===== src/rtl/irq_agg_pkg.sv =====
package irq_agg_pkg;

  typedef struct packed {
    logic clrPend;
    logic loadMask;
  } aggStrobe_t;

endpackage


===== src/rtl/irq_sync_edge.sv =====
module irq_sync_edge #(
  parameter int NUM_SRC     = 8,
  parameter int SYNC_STAGES = 2
) (
  input  logic               clk,
  input  logic               rstN,
  input  logic [NUM_SRC-1:0] srcIn,
  output logic [NUM_SRC-1:0] riseVec
);

  localparam int LastStage = SYNC_STAGES - 1;

  logic [NUM_SRC-1:0] syncQ [SYNC_STAGES];
  logic [NUM_SRC-1:0] prevQ;

  always_ff @(posedge clk or negedge rstN) begin
    if (!rstN) begin
      for (int s = 0; s < SYNC_STAGES; s++) syncQ[s] <= '0;
      prevQ <= '0;
    end else begin
      syncQ[0] <= srcIn;
      for (int s = 1; s < SYNC_STAGES; s++) syncQ[s] <= syncQ[s-1];
      prevQ <= syncQ[LastStage];
    end
  end

  always_comb riseVec = syncQ[LastStage] & ~prevQ;

  AST_RISE_ONE_CYCLE: assert property (@(posedge clk) disable iff (!rstN)
    (|riseVec) |=> ((riseVec & $past(riseVec)) == '0));

endmodule


===== src/rtl/irq_ctrl.sv =====
module irq_ctrl
  import irq_agg_pkg::*;
(
  input  logic       rdEn,
  input  logic       maskWrEn,
  output aggStrobe_t strobe
);

  always_comb begin
    strobe          = '0;
    strobe.clrPend  = rdEn;
    strobe.loadMask = maskWrEn;
  end

endmodule


===== src/rtl/irq_datapath.sv =====
module irq_datapath
  import irq_agg_pkg::*;
#(
  parameter int NUM_SRC = 8
) (
  input  logic               clk,
  input  logic               rstN,
  input  aggStrobe_t         strobe,
  input  logic [NUM_SRC-1:0] riseVec,
  input  logic [NUM_SRC-1:0] maskWrData,
  output logic [NUM_SRC-1:0] pendQ,
  output logic [NUM_SRC-1:0] maskQ,
  output logic               irqOut
);

  logic [NUM_SRC-1:0] clrVec;
  logic [NUM_SRC-1:0] pendNext;

  always_comb begin
    clrVec   = strobe.clrPend ? pendQ : '0;
    pendNext = (pendQ & ~clrVec) | riseVec;
  end

  always_ff @(posedge clk or negedge rstN) begin
    if (!rstN) begin
      pendQ <= '0;
      maskQ <= '0;
    end else begin
      pendQ <= pendNext;
      if (strobe.loadMask) maskQ <= maskWrData;
    end
  end

  always_comb irqOut = |(pendQ & maskQ);

  AST_SET_KEPT: assert property (@(posedge clk) disable iff (!rstN)
    (|riseVec) |=> ((pendQ & $past(riseVec)) == $past(riseVec)));

  AST_READ_CLEARS: assert property (@(posedge clk) disable iff (!rstN)
    strobe.clrPend |=> ((pendQ & $past(pendQ & ~riseVec)) == '0));

  AST_NO_SPURIOUS_SET: assert property (@(posedge clk) disable iff (!rstN)
    1'b1 |=> ((pendQ & ~$past(pendQ) & ~$past(riseVec)) == '0));

  AST_IRQ_HOLDS: assert property (@(posedge clk) disable iff (!rstN)
    (irqOut && !strobe.clrPend && !strobe.loadMask) |=> irqOut);

  AST_MASK_STABLE: assert property (@(posedge clk) disable iff (!rstN)
    !strobe.loadMask |=> $stable(maskQ));

endmodule


===== src/rtl/irq_aggregator.sv =====
module irq_aggregator
  import irq_agg_pkg::*;
#(
  parameter int NUM_SRC     = 8,
  parameter int SYNC_STAGES = 2
) (
  input  logic               clk,
  input  logic               rstN,
  input  logic [NUM_SRC-1:0] srcIn,
  input  logic               rdEn,
  input  logic               maskWrEn,
  input  logic [NUM_SRC-1:0] maskWrData,
  output logic [NUM_SRC-1:0] pendRd,
  output logic [NUM_SRC-1:0] maskRd,
  output logic               irqOut
);

  aggStrobe_t         strobe;
  logic [NUM_SRC-1:0] riseVec;

  irq_sync_edge #(
    .NUM_SRC    (NUM_SRC),
    .SYNC_STAGES(SYNC_STAGES)
  ) i_sync_edge (
    .clk    (clk),
    .rstN   (rstN),
    .srcIn  (srcIn),
    .riseVec(riseVec)
  );

  irq_ctrl i_ctrl (
    .rdEn    (rdEn),
    .maskWrEn(maskWrEn),
    .strobe  (strobe)
  );

  irq_datapath #(
    .NUM_SRC(NUM_SRC)
  ) i_datapath (
    .clk       (clk),
    .rstN      (rstN),
    .strobe    (strobe),
    .riseVec   (riseVec),
    .maskWrData(maskWrData),
    .pendQ     (pendRd),
    .maskQ     (maskRd),
    .irqOut    (irqOut)
  );

endmodule


===== config.mk =====
export PLATFORM = sky130hd
export DESIGN_NAME = irq_aggregator
export DESIGN_NICKNAME = d
export VERILOG_FILES = /design/src/rtl/irq_agg_pkg.sv /design/src/rtl/irq_sync_edge.sv /design/src/rtl/irq_ctrl.sv /design/src/rtl/irq_datapath.sv /design/src/rtl/irq_aggregator.sv
export SDC_FILE = /design/constraint.sdc
export NUM_CORES = 1
export LEC_CHECK = 0
export BUFFER_PORTS_ARGS = -buffer_cell sky130_fd_sc_hd__buf_2
export CAP_MARGIN = 5
export CORE_MARGIN = 10
export CORE_UTILIZATION = 53
export CTS_CLUSTER_DIAMETER = 80
export CTS_CLUSTER_SIZE = 12
export DETAILED_ROUTE_END_ITERATION = 12
export HOLD_SLACK_MARGIN = 0.06
export PLACE_DENSITY = 0.81
export SLEW_MARGIN = 10
export SYNTH_ARGS = -nofsm -noshare
export SYNTH_HDL_FRONTEND = slang
export SYNTH_SLANG_ARGS = --single-unit

===== constraint.sdc =====
create_clock -name clk -period 2.29 [get_ports clk]
set_clock_uncertainty 0.2 [all_clocks]
set_input_delay 0.229 -clock clk [delete_from_list [all_inputs] [get_ports clk]]
set_output_delay 0.229 -clock clk [all_outputs]
set_load 0.05 [all_outputs]

# [Word level (Yosys, flattened, before mapping)]
# Index checks and enable logic that the tools add are counted.
[op_classes] n_mux=1 n_bitwise=6 reduce_logical=1
[op_table] cell="bitwise AND 8 bit" n=3
[op_table] cell="NOT 8 bit" n=2
[op_table] cell="two-way mux 8 bit" n=1
[op_table] cell="OR 8 bit" n=1
[op_table] cell="OR reduction 8 bit" n=1
[totals] register_bits=40

# [Depth between registers and ports, before layout]
# Gate-level depths: netlist (run 1).
[depth] word_depth=4 depth_mapped=2

# [Modules after synthesis]
# From an unflattened synthesis (run 1), not the netlist that was laid out.
[unflattened] cells_unflattened=73 area_unflattened_um2=1357.6
[by_module_without_submodules] module="irq_sync_edge" instances=1 cells_each=32 area_per_inst_um2=710.7 seq_area_each_um2=600.6
[by_module_without_submodules] module="irq_datapath" instances=1 cells_each=39 area_per_inst_um2=631.9 seq_area_each_um2=400.4
[by_module_without_submodules] module="irq_ctrl" instances=1 cells_each=2 area_per_inst_um2=15.0 seq_area_each_um2=0.0

# [Worst setup path before layout (run 1)]
# Ideal clock, no wire load.
[synth_path] path_kind="reg2out" from="register i_datapath.maskQ[0]" to="output irqOut" t_arrival_ns=1.302 setup_slack_ns=0.559 path_stages_with_launch=3 path_cell_list="dfrtp_1 > a22oi_1 > nand4_1"
[synth_via] elab_chain_cells=2
[synth_lines] item="start: declaration" line="irq_datapath.sv:12" rtl="output logic [NUM_SRC-1:0] maskQ,"
[synth_lines] item="start signal: assignment" line="irq_datapath.sv:30" rtl="if (strobe.loadMask) maskQ <= maskWrData;"
[synth_lines] item="bitwise AND 8 bit" line="irq_datapath.sv:34" rtl="always_comb irqOut = |(pendQ & maskQ);"
[synth_lines] item="OR reduction 8 bit" line="irq_datapath.sv:34"
[synth_lines] item="end: declaration" line="irq_aggregator.sv:15" rtl="output logic irqOut"
# No other way between the ends.

# [Worst setup path in the final report (run 1)]
# Ends and elaborated chain as after synthesis.

==> impl_metrics.csv, run 1 <==
group,metric,value,unit
synth,ys_seq_area_share,78.0,%
run,max-cap-violations,0,
sta,final.min_clock_period,1680,ps
grt,antenna_found_initial,0,
final_layout,final_common_cell,"dfrtp_1",
detailed_routing,vias,782,
place,gp_congestion,0.860,
cts,cts_sinks,40,
detailed_routing,ant_nets,0,
cts,htreeDepth,2,
synth,syn-cell-area,1280,um^2
sta,final_max_slew_viol_count,0,
floorplanning,initial_core_util,56.9,%
hold_path,min-delay-path-class,"in -> reg",
grt,grt_pass1_vias,830,
power,peakVddDrop,0.576,mV
cts,clk_latency,330,ps
sta,setup_viol,0,
detailed_routing,finalWirelength,2350,um
grt,overflow,0,
detailed_routing,routedWlPerCell,14.1,um
setup_path,arrival,1250,ps
setup_path,crit_type,"reg -> out",
final_layout,final_cell_mix,"40 x dfrtp_1, 36 x buf_2, 18 x dlygate4sd3_1",
final_layout,diodes,0,
cts,path_clk_slew,100,ps
synth,synthDistinctLibCells,8,
grt,grt_start_max_net_pins,41,
power,power_density,783,nW/um^2
power,p_total,1.34,mW
sta,max_freq,595,MHz
floorplanning,design.core.area,2250,um^2
cts,cts_buffer_depth,2,
sta,finalCritPeriodShare,73.4,%
cts,post_cts_buffers,0,
cts,root_buffer,"clkbuf_4",
floorplanning,die_h,69.2,um
place,port-buffer-count,36,
sta,rsz0062_at_grt,"false",
synth,synthesis.instances,79,
synth,ys.warnings.count,0,
setup_path,cp-start-kind,"flip-flop",
sta,final.setup.tns,0,ps
floorplanning,die_area,4790,um^2
detailed_routing,post_drt_via_cell_ratio,4.71,
cts,cts_inserted_buffers,5,
floorplanning,io_pins,37,
setup_path,cp-end-kind,"output pin",
detailed_routing,drc,0,
grt,grt_use_total,10.0,%
sta,worst_pin_slew,810,ps
synth,ys_seq_elements,40,
synth,synth_fp_nets,99,
final_layout,final_layout_size_suffix_gt1_share,36.2,%
sta,finalHoldViolations,0,
grt,grt_pass1_wl,3880,um
floorplanning,die_x,69.2,um
final_layout,area_growth,33.1,%
floorplanning,row_count,17,
setup_path,cp_max_fo,3,
final_layout,fin_nets,158,
sta,slew_headroom,46.0,%
synth,avgSynthCellArea,16.2,um^2
detailed_routing,dr.pass1.iters,5,
cts,cts_tree,"built",
run_status,status,"finished clean",
cts,cts_resized,0,
detailed_routing,initialDrtViolationCount,32,
cts,cts_hold_buf,18,
power,leakage,0.881,nW
setup_path,required,1860,ps
-- per-layer routing --
| metal | share of wire (%) | global-route usage, % | up-vias |
|---|---|---|---|
| li1 | - | - | 381 |
| met2 | 44 | 14.4 | 38 |
| met4 | 1.1 | 3.99 | 0 |
| met1 | 47 | 11.5 | 360 |
| met5 | 0 | 0 | - |
| met3 | 8.2 | 6.42 | 3 |
-- worst max-delay path: stages (launching register included) --
cell and delay, ps:
dfrtp_1 400, a22oi_1 200, nand4_1 100, buf_2 220
-- synthesized netlist by cell type (all sizes together) --
| library cell | count | area (um^2) |
|---|---|---|
| dfrtp | 40 | 1000 |
| inv | 16 | 60.1 |
| mux2 | 8 | 120 |
| o22ai | 8 | 50.1 |
| a22oi | 4 | 30.0 |
| buf | 2 | 16.3 |
| nand4 | 1 | 6.26 |
-- state kept, by name (all words and copies together) (netlist names) --
register,count
i_datapath.maskQ,8
i_sync_edge.prevQ,8
i_datapath.pendQ,8
i_sync_edge.syncQ,16
-- per-stage QoR --
| step | hold WS, ps | std cells | cell area, um^2 | setup WS [ps] | util [%] |
|---|---|---|---|---|---|
| finish | 132 | 166 | 1710 | 609 | 75.8 |
| global route | 110 | 166 | 1710 | 491 | 75.8 |
| CTS | 125 | 166 | 1710 | 599 | 75.8 |
| detailed placement | 135 | 141 | 1480 | 970 | 65.8 |
| global placement | 131 | 141 | 1480 | 961 | 65.8 |
| floorplan | -267 | 79 | 1280 | 559 | - |
-- power breakdown --
| group | total [mW] | internal [mW] | switching (mW) |
|---|---|---|---|
| clock | 0.308 | 0.113 | 0.195 |
| combinational | 0.246 | 0.0854 | 0.161 |
| sequential | 0.783 | 0.754 | 0.0290 |
| total | 1.34 | 0.953 | 0.385 |
-- layout make-up --
type / instances / area, um^2
timing repair buffer: 54 / 360
inverter: 16 / 60.1
sequential: 40 / 1000
fill: 150 / 546
tap: 28 / 35.0
clock buffer: 6 / 41.3
clock inverter: 1 / 5.00
multi-input combinational: 21 / 206
-- final timing paths --
| kind | from | to | slack [ps] | depth (start not counted) |
|---|---|---|---|---|
| worst max-delay path | i_datapath.maskQ[0] | irqOut | 610 | 3 |
| worst min-delay path | maskWrEn | i_datapath.maskQ[3] | 130 | 2 |
| worst max register to register | i_datapath.maskQ[7] | i_datapath.maskQ[7] | 1290 | 1 |
| worst min register to register | i_sync_edge.syncQ[8] | i_sync_edge.syncQ[0] | 160 | 0 |
| max in group asynchronous | rstN | i_datapath.maskQ[4] | 1070 | 2 |
| min in group asynchronous | rstN | i_sync_edge.prevQ[0] | 320 | 2 |
-- kinds of logic (layout without fill, tap and decap cells) --
| logic type | after synthesis | after routing | synth area share [%] |
|---|---|---|---|
| buffers and inverters | 18 | 77 | 5.95 |
| flip-flops | 40 | 40 | 78.0 |
| multiplexers | 8 | 8 | 9.36 |
| AO/OA/AOI/OAI | 12 | 12 | 6.24 |
| AND/OR/NAND/NOR | 1 | 1 | 0.488 |
No activity file was read; power rests on OpenSTA's default activity.
==> run 2, diff against run 1 <==
ABC_AREA = 1   (was default)
CORE_UTILIZATION = 49   (was 53)
PLACE_DENSITY = 0.76   (was 0.81)
clock period = 1.6 ns   (was 2.29 ns; I/O delays follow)
==> run 2 against run 1 <==
Net effect: wire length increased by 16%; critical endpoint unchanged; final area up 10%; area after synthesis did not move; synthesized cell count is 33% higher; via count rose by 28%; die area increased by 5.8%; cell count is 27% higher; sequential share of layout area decreased by 5.5 points; critical path depth grew 2; first-iteration DRC count up 25%.
==> impl_metrics.csv, run 2 <==
group,metric,value,unit
run_status,status,"finished clean",
place,gp_congestion,0.834,
grt,antenna_found_initial,0,
detailed_routing,drc,0,
setup_path,arrival,1210,ps
synth,synthesis.instances,105,
detailed_routing,dr.pass1.iters,4,
setup_path,reg2reg_from,"i_datapath.pendQ[1]",
final_layout,largest_register,"i_sync_edge.syncQ",
synth,synth.top_cell.area_share,78.0,%
cts,path_clk_slew,100,ps
floorplanning,die_x,71.2,um
grt,grt_start_max_net_pins,20,
place,place_hpwl,1770,um
final_layout,largest_register_ffs,16,
detailed_routing,routedWlPerCell,12.9,um
synth,ys_seq_elements,40,
setup_path,rr_worst_depth,3,
final_layout,area_growth,46.9,%
cts,clk_latency,330,ps
synth,synth_fp_nets,125,
detailed_routing,post_drt_via_cell_ratio,4.76,
synth,synthMostInstantiatedCell,"dfrtp_1",
sta,slew_headroom,74.0,%
detailed_routing,vias,1000,
sta,hold_slack,110,ps
hold_path,min-delay-path-class,"in -> async",
grt,grt_use_total,10.9,%
synth,yosys.area.top_type,"dfrtp_1",
synth,ys_seq_area_share,78.0,%
grt,overflow,0,
final_layout,final_core_util,75.4,%
detailed_routing,finalWirelength,2720,um
place,dp.cells,171,
final_layout,finalNonFillerCells,210,
setup_path,cp_max_fo,3,
synth,netlist_top_cells_count,"40 x dfrtp_1, 24 x inv_1, 21 x nand2_1, 8 x o21ai_0, 8 x o22ai_1",
final_layout,final_common_cell,"dfrtp_1",
synth,syn-cell-area,1280,um^2
power,leakage,0.987,nW
synth,synthTopCellsByArea,"dfrtp_1 78%, inv_1 7.0%, nand2_1 6.1%",
cts,cts_inserted_buffers,5,
grt,grt_pass1_vias,1031,
synth,avgSynthCellArea,12.2,um^2
floorplanning,initial_core_util,51.4,%
sta,final.min_clock_period,1570,ps
power,peakVddDrop,1.16,mV
final_layout,diodes,0,
setup_path,required,1240,ps
floorplanning,io_pins,37,
final_layout,fin_nets,199,
synth,synth_edf_count,0,
power,power_density,1120,nW/um^2
synth,ys.warnings.count,0,
synth,synthDistinctLibCells,8,
setup_path,cp-end-kind,"output pin",
sta,max_freq,635,MHz
setup_path,r2r_slack,620,ps
cts,cts_tree,"built",
synth,async_reset_ff_share,100,%
cts,cts_buffer_depth,2,
sta,setup_viol,0,
final_layout,final_cell_mix,"40 x dfrtp_1, 35 x buf_2, 27 x dlygate4sd3_1",
floorplanning,row_count,18,
setup_path,reg2reg_to,"i_datapath.pendQ[1]",
setup_path,critPathLaunch,"i_datapath.maskQ[4]",
sta,worst_pin_slew,389,ps
setup_path,cp-start-kind,"flip-flop",
sta,rsz0062_at_grt,"true",
setup_path,crit_type,"reg -> out",
run,max-cap-violations,0,
detailed_routing,ant_nets,0,
detailed_routing,initialDrtViolationCount,40,
cts,htreeDepth,2,
cts,cts_sinks,40,
floorplanning,die_area,5070,um^2
synth,synth_flop_cell,"dfrtp_1",
power,p_total,2.12,mW
setup_path,cp-endpoint,"irqOut",
grt,grt_pass1_wl,4530,um
cts,root_buffer,"clkbuf_4",
final_layout,final_layout_size_suffix_gt1_share,27.8,%
floorplanning,design.core.area,2500,um^2
sta,finalHoldViolations,0,
sta,final_max_slew_viol_count,0,
sta,finalCritPeriodShare,98.4,%
place,port-buffer-count,36,
floorplanning,die_h,71.2,um
## run 2: report_power, final
part	internal (mW)	switching, mW	total [mW]
Combinational	0.134	0.248	0.382
Clock	0.328	0.291	0.619
Sequential	1.08	0.0379	1.12
Total	1.54	0.577	2.12
## run 2: worst min path at each step
stage	startpoint	to	cells after the start
2_1_floorplan	rstN	i_datapath.maskQ[0]	0
3_3_place_gp	rstN	i_datapath.maskQ[4]	1
3_5_place_dp	rstN	i_datapath.maskQ[7]	1
4_1_cts	rstN	i_sync_edge.prevQ[5]	2
5_1_grt	rstN	i_sync_edge.prevQ[6]	2
6_report	rstN	i_datapath.maskQ[7]	2
## run 2: repair_timing
item | CTS | global route
resized for setup | 1 | 2
pin swaps | 0 | 4
hold endpoints to repair | 64 | 0
hold buffers | 27 | 0
setup buffers | 0 | 4
setup endpoints to repair | 1 | 1
## run 2: per-stage QoR
stage | setup WS (ps) | TNS (ps) | area [um^2]
finish | 26.0 | 0 | 1890
global placement | 392 | 0 | 1500
floorplan | 71.8 | 0 | 1280
CTS | 1.33 | 0 | 1850
detailed placement | 362 | 0 | 1500
global route | -81.5 | -81.5 | 1890
## run 2: kinds of logic (layout without fill, tap and decap cells)
logic type	after synthesis	in the layout	share of synthesized area [%]
AOI/OAI and AO/OA	16	16	7.02
DFF	40	40	78.0
buffers and inverters	26	101	8.28
and+or+nand+nor	23	23	6.73
## run 2: area by class of cell
class	count	area (um^2)
clock buffers	6	41.3
clock inverters	2	35.0
fillers	149	614
inverters	24	90.1
multi-input cells	39	179
flip-flops and latches	40	1000
well taps	30	37.5
repair buffers	69	502
## run 2: routing by layer
layer	vias up	part of all wire (%)	global-route usage, %
met4	0	0.92	3.23
met1	478	38	11.1
met5	-	0	0
met2	51	47	17.7
met3	4	14	7.53
li1	467	-	-
## run 2: critical path, stage by stage (launching register included)
cell and delay [ps]:
dfrtp_1 410, nand2_1 70, nand2_1 50, nor2_1 120, nand2_1 80, buf_6 150
